--- src/rtl/onecyc_pkg.sv ---
package onecyc_pkg;

  localparam int XW    = 32;
  localparam int NREG  = 32;
  localparam int RIDX  = $clog2(NREG);
  localparam int IMMW  = 16;
  localparam int JIDXW = 26;

  localparam logic [5:0] OP_RTYPE = 6'h00;
  localparam logic [5:0] OP_LW    = 6'h23;
  localparam logic [5:0] OP_SW    = 6'h2B;
  localparam logic [5:0] OP_BEQ   = 6'h04;
  localparam logic [5:0] OP_J     = 6'h02;

  localparam logic [5:0] FN_ADD = 6'h20;
  localparam logic [5:0] FN_SUB = 6'h22;
  localparam logic [5:0] FN_AND = 6'h24;
  localparam logic [5:0] FN_OR  = 6'h25;
  localparam logic [5:0] FN_SLT = 6'h2A;

  typedef enum logic [3:0] {
    ALU_AND = 4'b0000,
    ALU_OR  = 4'b0001,
    ALU_ADD = 4'b0010,
    ALU_SUB = 4'b0110,
    ALU_SLT = 4'b0111,
    ALU_NOR = 4'b1100
  } alu_code_e;

  typedef enum logic [1:0] {
    AOP_MEM   = 2'b00,
    AOP_CMP   = 2'b01,
    AOP_FUNCT = 2'b10,
    AOP_RSVD  = 2'b11
  } alu_op_e;

  typedef struct packed {
    logic    dst_rd;
    logic    branch;
    logic    jump;
    logic    mem_rd;
    logic    wb_mem;
    logic    reg_we;
    logic    mem_wr;
    logic    b_imm;
    alu_op_e alu_op;
  } ctrl_t;

  function automatic logic [XW-1:0] sext16(input logic [IMMW-1:0] v);
    return {{(XW-IMMW){v[IMMW-1]}}, v};
  endfunction

  function automatic logic [XW-1:0] branch_dest(input logic [XW-1:0] pc4,
                                                input logic [IMMW-1:0] off);
    return pc4 + (sext16(off) << 2);
  endfunction

  function automatic logic [XW-1:0] jump_dest(input logic [XW-1:0] pc4,
                                              input logic [JIDXW-1:0] idx);
    return {pc4[XW-1:JIDXW+2], idx, 2'b00};
  endfunction

  function automatic logic [XW-1:0] alu_eval(input alu_code_e code,
                                             input logic [XW-1:0] a,
                                             input logic [XW-1:0] b);
    logic [XW-1:0] y;
    case (code)
      ALU_AND: y = a & b;
      ALU_OR:  y = a | b;
      ALU_ADD: y = a + b;
      ALU_SUB: y = a - b;
      ALU_SLT: y = {{(XW-1){1'b0}}, ($signed(a) < $signed(b))};
      ALU_NOR: y = ~(a | b);
      default: y = '0;
    endcase
    return y;
  endfunction

endpackage

--- src/rtl/onecyc_regfile.sv ---
module onecyc_regfile
  import onecyc_pkg::*;
#(
  parameter int W = XW,
  parameter int N = NREG,
  localparam int AW = $clog2(N)
) (
  input  logic          clk,
  input  logic          rst,
  input  logic [AW-1:0] ra_a,
  input  logic [AW-1:0] ra_b,
  output logic [W-1:0]  rd_a,
  output logic [W-1:0]  rd_b,
  input  logic          we,
  input  logic [AW-1:0] wa,
  input  logic [W-1:0]  wd
);

  logic [W-1:0] regs [N];
  logic         wr_live;

  assign wr_live = we && (wa != '0);

  always_ff @(posedge clk) begin
    if (wr_live) regs[wa] <= wd;
  end

  assign rd_a = (ra_a == '0) ? '0 : regs[ra_a];
  assign rd_b = (ra_b == '0) ? '0 : regs[ra_b];

  // an accepted write is held by the addressed entry after the edge
  p_write_lands_r3: assert property (@(posedge clk) disable iff (rst)
    wr_live |=> (regs[$past(wa)] == $past(wd)))
    else $error("p_write_lands_r3");

endmodule

--- src/rtl/onecyc_main_dec.sv ---
module onecyc_main_dec
  import onecyc_pkg::*;
(
  input  logic [5:0] opcode,
  output ctrl_t      ctl
);

  always_comb begin
    ctl = '0;
    ctl.alu_op = AOP_MEM;
    case (opcode)
      OP_RTYPE: begin
        ctl.dst_rd = 1'b1;
        ctl.reg_we = 1'b1;
        ctl.alu_op = AOP_FUNCT;
      end
      OP_LW: begin
        ctl.b_imm  = 1'b1;
        ctl.wb_mem = 1'b1;
        ctl.reg_we = 1'b1;
        ctl.mem_rd = 1'b1;
      end
      OP_SW: begin
        ctl.b_imm  = 1'b1;
        ctl.mem_wr = 1'b1;
      end
      OP_BEQ: begin
        ctl.branch = 1'b1;
        ctl.alu_op = AOP_CMP;
      end
      OP_J: ctl.jump = 1'b1;
      default: ctl = '0;
    endcase
  end

endmodule

--- src/rtl/onecyc_alu_dec.sv ---
module onecyc_alu_dec
  import onecyc_pkg::*;
(
  input  alu_op_e    alu_op,
  input  logic [5:0] funct,
  output alu_code_e  code
);

  always_comb begin
    case (alu_op)
      AOP_MEM: code = ALU_ADD;
      AOP_CMP: code = ALU_SUB;
      AOP_FUNCT: begin
        case (funct)
          FN_ADD:  code = ALU_ADD;
          FN_SUB:  code = ALU_SUB;
          FN_AND:  code = ALU_AND;
          FN_OR:   code = ALU_OR;
          FN_SLT:  code = ALU_SLT;
          default: code = ALU_NOR;
        endcase
      end
      default: code = ALU_ADD;
    endcase
  end

endmodule

--- src/rtl/onecyc_alu.sv ---
module onecyc_alu
  import onecyc_pkg::*;
#(
  parameter int W = XW
) (
  input  logic      clk,
  input  logic      rst,
  input  alu_code_e code,
  input  logic [W-1:0] a,
  input  logic [W-1:0] b,
  output logic [W-1:0] y,
  output logic      zero
);

  assign y    = alu_eval(code, a, b);
  assign zero = (y == '0);

  // set-less-than only ever yields 0 or 1
  p_slt_bit_r4: assert property (@(posedge clk) disable iff (rst)
    (code == ALU_SLT) |-> (y[W-1:1] == '0))
    else $error("p_slt_bit_r4");

endmodule

--- src/rtl/onecyc_cpu.sv ---
module onecyc_cpu
  import onecyc_pkg::*;
#(
  parameter logic [XW-1:0] RESET_PC = '0
) (
  input  logic          clk,
  input  logic          rst,
  output logic [XW-1:0] imem_addr,
  input  logic [XW-1:0] imem_rdata,
  output logic [XW-1:0] dmem_addr,
  output logic [XW-1:0] dmem_wdata,
  input  logic [XW-1:0] dmem_rdata,
  output logic          dmem_rd,
  output logic          dmem_wr
);

  logic [XW-1:0]   pc, pc4, pc_nxt, br_tgt, jp_tgt;
  logic [5:0]      f_op, f_fn;
  logic [RIDX-1:0] f_rs, f_rt, f_rd, wr_idx;
  logic [IMMW-1:0] f_imm;
  logic [JIDXW-1:0] f_jidx;
  logic [XW-1:0]   rs_val, rt_val, imm_sx, alu_b, alu_y, wb_val;
  logic            alu_zero, take_br;
  ctrl_t           ctl;
  alu_code_e       acode;

  assign f_op   = imem_rdata[31:26];
  assign f_rs   = imem_rdata[25:21];
  assign f_rt   = imem_rdata[20:16];
  assign f_rd   = imem_rdata[15:11];
  assign f_fn   = imem_rdata[5:0];
  assign f_imm  = imem_rdata[15:0];
  assign f_jidx = imem_rdata[25:0];

  onecyc_main_dec u_main (.opcode(f_op), .ctl(ctl));

  onecyc_alu_dec u_adec (.alu_op(ctl.alu_op), .funct(f_fn), .code(acode));

  assign wr_idx = ctl.dst_rd ? f_rd : f_rt;
  assign wb_val = ctl.wb_mem ? dmem_rdata : alu_y;

  onecyc_regfile #(.W(XW), .N(NREG)) u_rf (
    .clk(clk), .rst(rst),
    .ra_a(f_rs), .ra_b(f_rt), .rd_a(rs_val), .rd_b(rt_val),
    .we(ctl.reg_we), .wa(wr_idx), .wd(wb_val)
  );

  assign imm_sx = sext16(f_imm);
  assign alu_b  = ctl.b_imm ? imm_sx : rt_val;

  onecyc_alu #(.W(XW)) u_alu (
    .clk(clk), .rst(rst), .code(acode),
    .a(rs_val), .b(alu_b), .y(alu_y), .zero(alu_zero)
  );

  assign pc4     = pc + XW'(4);
  assign br_tgt  = branch_dest(pc4, f_imm);
  assign jp_tgt  = jump_dest(pc4, f_jidx);
  assign take_br = ctl.branch & alu_zero;

  always_comb begin
    if (ctl.jump)   pc_nxt = jp_tgt;
    else if (take_br) pc_nxt = br_tgt;
    else            pc_nxt = pc4;
  end

  always_ff @(posedge clk) begin
    if (rst) pc <= RESET_PC;
    else     pc <= pc_nxt;
  end

  assign imem_addr  = pc;
  assign dmem_addr  = alu_y;
  assign dmem_wdata = rt_val;
  assign dmem_rd    = ctl.mem_rd;
  assign dmem_wr    = ctl.mem_wr;

  // reset lands the program counter on the reset address
  p_reset_pc_r1: assert property (@(posedge clk)
    rst |=> (imem_addr == RESET_PC))
    else $error("p_reset_pc_r1");

  // plain instructions step by one word
  p_step_r2: assert property (@(posedge clk) disable iff (rst)
    (!take_br && !ctl.jump) |=> (pc == $past(pc) + XW'(4)))
    else $error("p_step_r2");

  // taken branch adds the scaled offset to the incremented PC
  p_branch_r7: assert property (@(posedge clk) disable iff (rst)
    take_br |=> (pc == $past(pc) + XW'(4) + {$past(imm_sx[XW-3:0]), 2'b00}))
    else $error("p_branch_r7");

  // jump keeps the top nibble of PC+4
  p_jump_r8: assert property (@(posedge clk) disable iff (rst)
    ctl.jump |=> (pc[XW-1:28] == $past(pc4[XW-1:28]) && pc[1:0] == 2'b00))
    else $error("p_jump_r8");

  // load and store strobes are never high together
  p_strobe_excl_r6: assert property (@(posedge clk) disable iff (rst)
    !(dmem_rd && dmem_wr))
    else $error("p_strobe_excl_r6");

  // register file read of index 0 is zero
  p_zero_reg_r9: assert property (@(posedge clk) disable iff (rst)
    (f_rs == '0) |-> (rs_val == '0))
    else $error("p_zero_reg_r9");

endmodule

--- config.mk ---
export PLATFORM = sky130hd
export DESIGN_NAME = onecyc_cpu
export DESIGN_NICKNAME = d
export VERILOG_FILES = /design/src/rtl/onecyc_pkg.sv /design/src/rtl/onecyc_regfile.sv /design/src/rtl/onecyc_main_dec.sv /design/src/rtl/onecyc_alu_dec.sv /design/src/rtl/onecyc_alu.sv /design/src/rtl/onecyc_cpu.sv
export SDC_FILE = /design/constraint.sdc
export NUM_CORES = 2
export LEC_CHECK = 0
export BUFFER_PORTS_ARGS = -buffer_cell sky130_fd_sc_hd__buf_2
export CAP_MARGIN = 25
export CORE_AREA = 4 4 309 342
export CTS_CLUSTER_SIZE = 40
export DETAILED_ROUTE_END_ITERATION = 12
export DIE_AREA = 0 0 313 346
export PLACE_DENSITY = 0.82
export SLEW_MARGIN = 20
export SYNTH_ARGS = -nofsm -noshare
export SYNTH_HDL_FRONTEND = slang
export SYNTH_SLANG_ARGS = --single-unit
--- constraint.sdc ---
create_clock -name clk -period 9.7 [get_ports clk]
set_input_delay 0.485 -clock clk [delete_from_list [all_inputs] [get_ports clk]]
set_output_delay 0.485 -clock clk [all_outputs]
set_load 0.005 [all_outputs]
# Word-level counts from Yosys, hierarchy flattened
# Memories as Yosys holds them, arrays and structs flattened.
# Cells that the tools add are included.
word_totals:
  mem_count: 1
  regBits: 32
  ramBits: 1024
op_classes:
  order_cmp: 1
  eq_ne: 16
  n_reduce_logical: 10
  muxes: 20
  bitwise: 4
  addsub: 4
mem_list:
  columns: ["name", "words", "width", "read_ports", "rd_ports_with_merged_regs", "wr", "line", "source"]
  rows:
  - ["u_rf.regs", 32, 32, 2, 0, 1, "onecyc_regfile.sv:19", "logic [W-1:0] regs [N];"]
ops:
  columns: ["cell", "n"]
  rows:
  - ["$mux W32", 6]
  - ["$pmux W32 S6", 1]
  - ["$add A32 B32 Y32", 2]
  - ["$eq A6 B6 Y1 const B", 7]
  - ["$add A32 B3 Y32 const B", 1]
  - ["$and A32 B32 Y32", 1]
  - ["$logic_not A32 Y1", 1]
  - ["$lt A32 B32 Y1", 1]
  - ["$not A32 Y32", 1]
  - ["$or A32 B32 Y32", 1]
  - ["$sub A32 B32 Y32", 1]
  - ["$pmux W4 S5", 1]
  - ["$logic_not A5 Y1", 2]
  - ["$eq A4 B3 Y1 const B", 2]
  - ["$mux W1", 8]
  - ["$pmux W4 S2", 1]
  - ["$eq A6 B2 Y1 const B", 1]
  - ["$eq A6 B3 Y1 const B", 1]
  - ["$logic_not A6 Y1", 1]
  - ["$reduce_or A2 Y1", 3]
  - ["$mux W5", 1]
  - ["$reduce_bool A5 Y1", 1]
  - ["$eq A4 B1 Y1 const B", 1]
  - ["$eq A4 B2 Y1 const B", 1]
  - ["other kinds (8)", 8]

# Logic depth before layout (Yosys ltp)
logic_depth:
  word_depth: 11
  depth_mapped: 27

# Cells and area by module
# From an unflattened synthesis, not the netlist that was laid out.
hier_totals:
  cells_unflattened: 4071
  area_unflattened_um2: 58479.8
by_module_without_submodules:
  columns: ["mod", "n_inst", "seq_area_each_um2", "cells_each", "area_per_inst_um2"]
  rows:
  - ["onecyc_regfile", 1, 30749.5, 2564, 47929.7]
  - ["onecyc_alu", 1, 0.0, 923, 6122.1]
  - ["onecyc_cpu", 1, 600.6, 550, 4172.8]
  - ["onecyc_alu_dec", 1, 0.0, 19, 142.6]
  - ["onecyc_main_dec", 1, 0.0, 15, 112.6]

# Worst setup path after synthesis
# Ideal clock, no wire load.
synth_path:
  path_kind: "in2reg"
  from: "input port imem_rdata[21]"
  to: "register pc[24] (netlist: imem_addr[24])"
  arrival_ns: 7.055
  path_buffers: 6
  t_required_ns: 9.612
  setup_ns: 0.088
  setup_slack_ns: 2.557
  cell_stages: 25
  path_cell_list: "clkbuf_1 clkbuf_1 buf_1 buf_1 mux4_2 mux4_2 nand2_1 a21o_1 inv_1 ha_1 or3_1 or3_1 nor3_1 a21oi_1 a2111oi_0 o41ai_1 mux2i_1 or3_1 or2_2 nor4_2 and3_1 buf_4 buf_8 nor3_1 nor4_2"
synth_between:
  elab_chain_len: 9
  elab_cells_between_ends: 14
synth_lines:
  columns: ["item", "line", "source"]
  rows:
  - ["from (decl)", "onecyc_cpu.sv:9", "input logic [XW-1:0] imem_rdata,"]
  - ["$mem_v2 Z32 W32 or $logic_not A5 Y1 (tied branches)", null, null]
  - ["$mux W32 *", "onecyc_regfile.sv:28", "assign rd_a = (ra_a == '0) ? '0 : regs[ra_a];"]
  - ["parallel branches: the longest is 2 deep, another holds $sub A32 B32 Y32", null, null]
  - ["$pmux W32 S6 *", "onecyc_pkg.sv:67", "case (code)"]
  - ["named net dmem_addr[30]", "onecyc_cpu.sv:10", "output logic [XW-1:0] dmem_addr,"]
  - ["$logic_not A32 Y1 *", "onecyc_alu.sv:16", "assign zero = (y == '0);"]
  - ["$and A1 B1 Y1 *", "onecyc_cpu.sv:59", "assign take_br = ctl.branch & alu_zero;"]
  - ["$mux W32 *", "onecyc_cpu.sv:63", "else if (take_br) pc_nxt = br_tgt;"]
  - ["$mux W32 *", "onecyc_cpu.sv:62", "if (ctl.jump) pc_nxt = jp_tgt;"]
  - ["to (signal assigned)", "onecyc_cpu.sv:69", "else pc <= pc_nxt;"]
  - ["to (decl)", "onecyc_cpu.sv:17", "logic [XW-1:0] pc, pc4, pc_nxt, br_tgt, jp_tgt;"]
# Mark *: on every way through the listed nets, which the timed path passes.
# A chain may end at the register's enable or synchronous reset.

# Worst setup path in the final report
layout_path:
  from: "input port imem_rdata[17]"
  to: "register pc[7] (netlist: imem_addr[7])"
layout_between:
  elab_chain_len: 10
  elab_cells_between_ends: 15
layout_lines:
  columns: ["item", "line", "source"]
  rows:
  - ["$mem_v2 Z32 W32 or $logic_not A5 Y1 (tied branches)", null, null]
  - ["$mux W32 *", "onecyc_regfile.sv:29", "assign rd_b = (ra_b == '0) ? '0 : regs[ra_b];"]
  - ["$mux W32 *", "onecyc_cpu.sv:49", "assign alu_b = ctl.b_imm ? imm_sx : rt_val;"]
  - ["parallel branches: the longest is 2 deep, another holds $sub A32 B32 Y32", null, null]
  - ["$pmux W32 S6 *", "onecyc_pkg.sv:67", null]
  - ["$logic_not A32 Y1 *", "onecyc_alu.sv:16", null]
  - ["$and A1 B1 Y1 *", "onecyc_cpu.sv:59", null]
  - ["$mux W32 *", "onecyc_cpu.sv:63", null]
  - ["$mux W32 *", "onecyc_cpu.sv:62", null]
# Every way passes the cells marked *.

==> out/qor.csv <==
stage,metric,value,unit
global_route,Total GRT Usage,35.0,%
clock_tree,CTS H-tree depth,3,
sta,worst setup margin,1130,ps
drt,routed via count,38966,
sta,period utilisation layout,88.4,%
power,Leak,21.4,nW
power,Cell Pwr Density,196,nW/um2
yosys,post-synthesis cell type count,95,
power,PnR Total Power,12.4,mW
critical_path,Worst Path Required,10290,ps
power,Pint,8.82,mW
status,status,"finished, final reports clean",
floorplanning,chip width,313,um
clock_tree,root buffer cell,clkbuf_16,
clock_tree,Clock Latency Late Sink,720,ps
final_layout,Final nets,3916,
place,Placed Area,59900,um2
sta,Final Hold Viols,0,
yosys,synthesized cell area,56900,um2
place,Post-DP HPWL,113000,um
drt,drt first-iter violations,6541,
yosys,Post-Syn Instances,3553,
clock_tree,TritonCTS buffer count,106,
sta,final setup violation count,0,
floorplanning,core area,102000,um2
yosys,Post-synth top flop,edfxtp_1,
global_route,largest net degree at the start of global routing,109,
clock_tree,CTS sink cnt,1054,
final_layout,share of layout cells above drive strength 1,30.3,%
yosys,"Async S/R FF share, synth",0,%
floorplanning,row count,123,
global_route,GRT overflow,0,
critical_path,startpoint class of the critical path,input pin,
yosys,most frequent cells after synthesis,"1024 x edfxtp_1, 640 x mux4_2, 285 x nor2_1",
yosys,most common cell in the synthesized netlist,edfxtp_1,
yosys,Post-synth EDFFs,1024,
floorplanning,Die Span Y,346,um
clock_tree,TritonCTS clock tree,done,
power,Switch Pwr,3.60,mW
clock_tree,postcts setup bufs,0,
run,maxcap violations,0,
critical_path,type of the worst setup path,input pin to register,
sta,measured slew at the worst slew-check pin,1150,ps
sta,Clock Skew,42.4,ps
place,IO buf count,161,
floorplanning,Initial Util,55.9,%
sta,minimum clock period,8570,ps
clock_tree,"CTS clk-pin slew, worst paths",60,ps
sta,relative slew slack,22.9,%
final_layout,Finished Cell Area,63300,um2
drt,WL/cell,36.7,um
place,Routability Congestion,0.981,
clock_tree,Hold Buf Count CTS,0,
power,Net Sw Frac,29.0,%
yosys,synth warn,0,
power,combinational group share of total power,21.4,%
sta,"Slew Viols, Final",0,
global_route,via count of the first global-routing pass,38922,
place,setup slack at placement,856,ps
yosys,Synth area leader,edfxtp_1,
yosys,Yosys top cell area share,54.0,%
yosys,register area share after synthesis,55.1,%
drt,Routed Antenna Nets,0,
clock_tree,Longest Clk Path Bufs,3,
yosys,Synth Register Bits,1054,
critical_path,CP max FO,108,
critical_path,CP endpoint kind,register,
power,worst vdd ir,0.273,mV
drt,DRC Markers,0,
sta,Final TNS setup,0,ps
power,power share of the sequential group,45.6,%
final_layout,Area growth syn-to-layout,11.3,%
clock_tree,CTS resizes,0,
sta,RSZ-0062 raised after global routing,no,
drt,TritonRoute pass-1 iters,7,
global_route,initial antenna violation count,3,
sta,max frequency,117,MHz
floorplanning,die area,108000,um2
drt,via/cell ratio,7.52,
worst_hold_path,worst hold path type,input pin to register,
floorplanning,num ports,164,
yosys,"Avg Cell Area, Syn",16.0,um2
yosys,top post-synthesis cells by area,"edfxtp_1 54%, mux4_2 25%, ha_1 2.8%",
critical_path,Worst EP arrival,9160,ps
power,Clk pwr share,33.0,%
drt,Detailed Route WL,190000,um
global_route,first-pass GRT wire length,273000,um
sta,WHS,168,ps
-- cell usage in the layout (no fill, tap or decap), drive strengths merged, types with 14 or more instances in the layout --
cell     count
edfxtp    1024
mux4       640
nor2       285
buf        276
a21oi      154
nand2      143
clkbuf     135
inv        129
ha         128
nor3        74
a21o        67
o21ai       62
nand3       58
xnor2       48
nand2b      46
mux2i       40
conb        34
clkinv      34
dfxtp       30
a211oi      27
o211ai      20
xor2        18
nand4       17
a2111oi     17
a31oi       16
and3        15
a22oi       14
-- kinds of logic (layout without fill, tap and decap cells) --
group           Yosys count  in the layout  share of synthesized area, %
flops                  1054           1054                          55.1
simple gates            723            723                          5.97
mux                     681            681                          26.0
compound gates          523            523                          6.33
buf+inv                 374            592                          2.62
fa+ha+maj               131            131                          2.92
xor+xnor                 66             66                          1.02
other cells               1             35                       0.00659
-- cell type report --
type	count	area, um2
antenna	1	2.50
multi-input combinational	2158	24500
timing repair buffer	276	1850
clock inverter	58	542
sequential	1054	31400
inverter	123	462
clock buffer	135	2870
tap	1375	1720
fill	7035	38500
-- power by group through the flow --
stage	combinational [mW]	sequential, mW	clock [mW]
after floorplan	1.54	5.77	0
after global placement	2.47	5.76	0
after detailed placement	2.55	5.76	0
after CTS	2.56	5.67	4.11
after global routing	2.80	5.67	4.32
final	2.65	5.67	4.10
-- sequential cells by signal (all words and copies together), names as in the netlist --
name / cells
u_rf.regs: 1024
imem_addr: 30
-- metal layers --
metal / track usage [%] / wire, um
met1: 42.4 / 57700
met2: 54.2 / 88300
met3: 11.4 / 28400
met4: 22.9 / 15700
met5: 0 / 23
-- metrics by stage --
step	cells	util, %
3_5_place_dp	4981	58.7
6_report	5180	62.2
4_1_cts	5174	62.1
2_1_floorplan	3586	-
3_3_place_gp	4977	58.7
5_1_grt	5179	62.2
-- worst paths after layout --
| path | endpoint | from | slack (ps) | cells after the start |
|---|---|---|---|---|
| setup / recovery | imem_addr[7] | imem_rdata[17] | 1130 | 22 |
| hold / removal | imem_addr[9] | imem_rdata[7] | 170 | 3 |
| setup reg to reg | imem_addr[7] | u_rf.regs[31][9] | 1850 | 20 |
| hold reg to reg | imem_addr[31] | imem_addr[31] | 650 | 3 |
-- critical path: stages --
cell	delay, ps
buf_8	680
buf_4	850
mux4_2	450
mux4_2	500
mux2i_1	300
nor3_1	80
a21oi_1	390
ha_1	340
or2_1	250
a221oi_1	670
o21ai_1	270
nor4_2	330
nor3_1	140
o41ai_1	760
o21ai_0	180
a21oi_1	600
nand4_1	200
nor4_2	340
and3_1	330
buf_4	430
nor3_1	120
a2111oi_2	300
No activity file was read; power rests on OpenSTA's default activity.
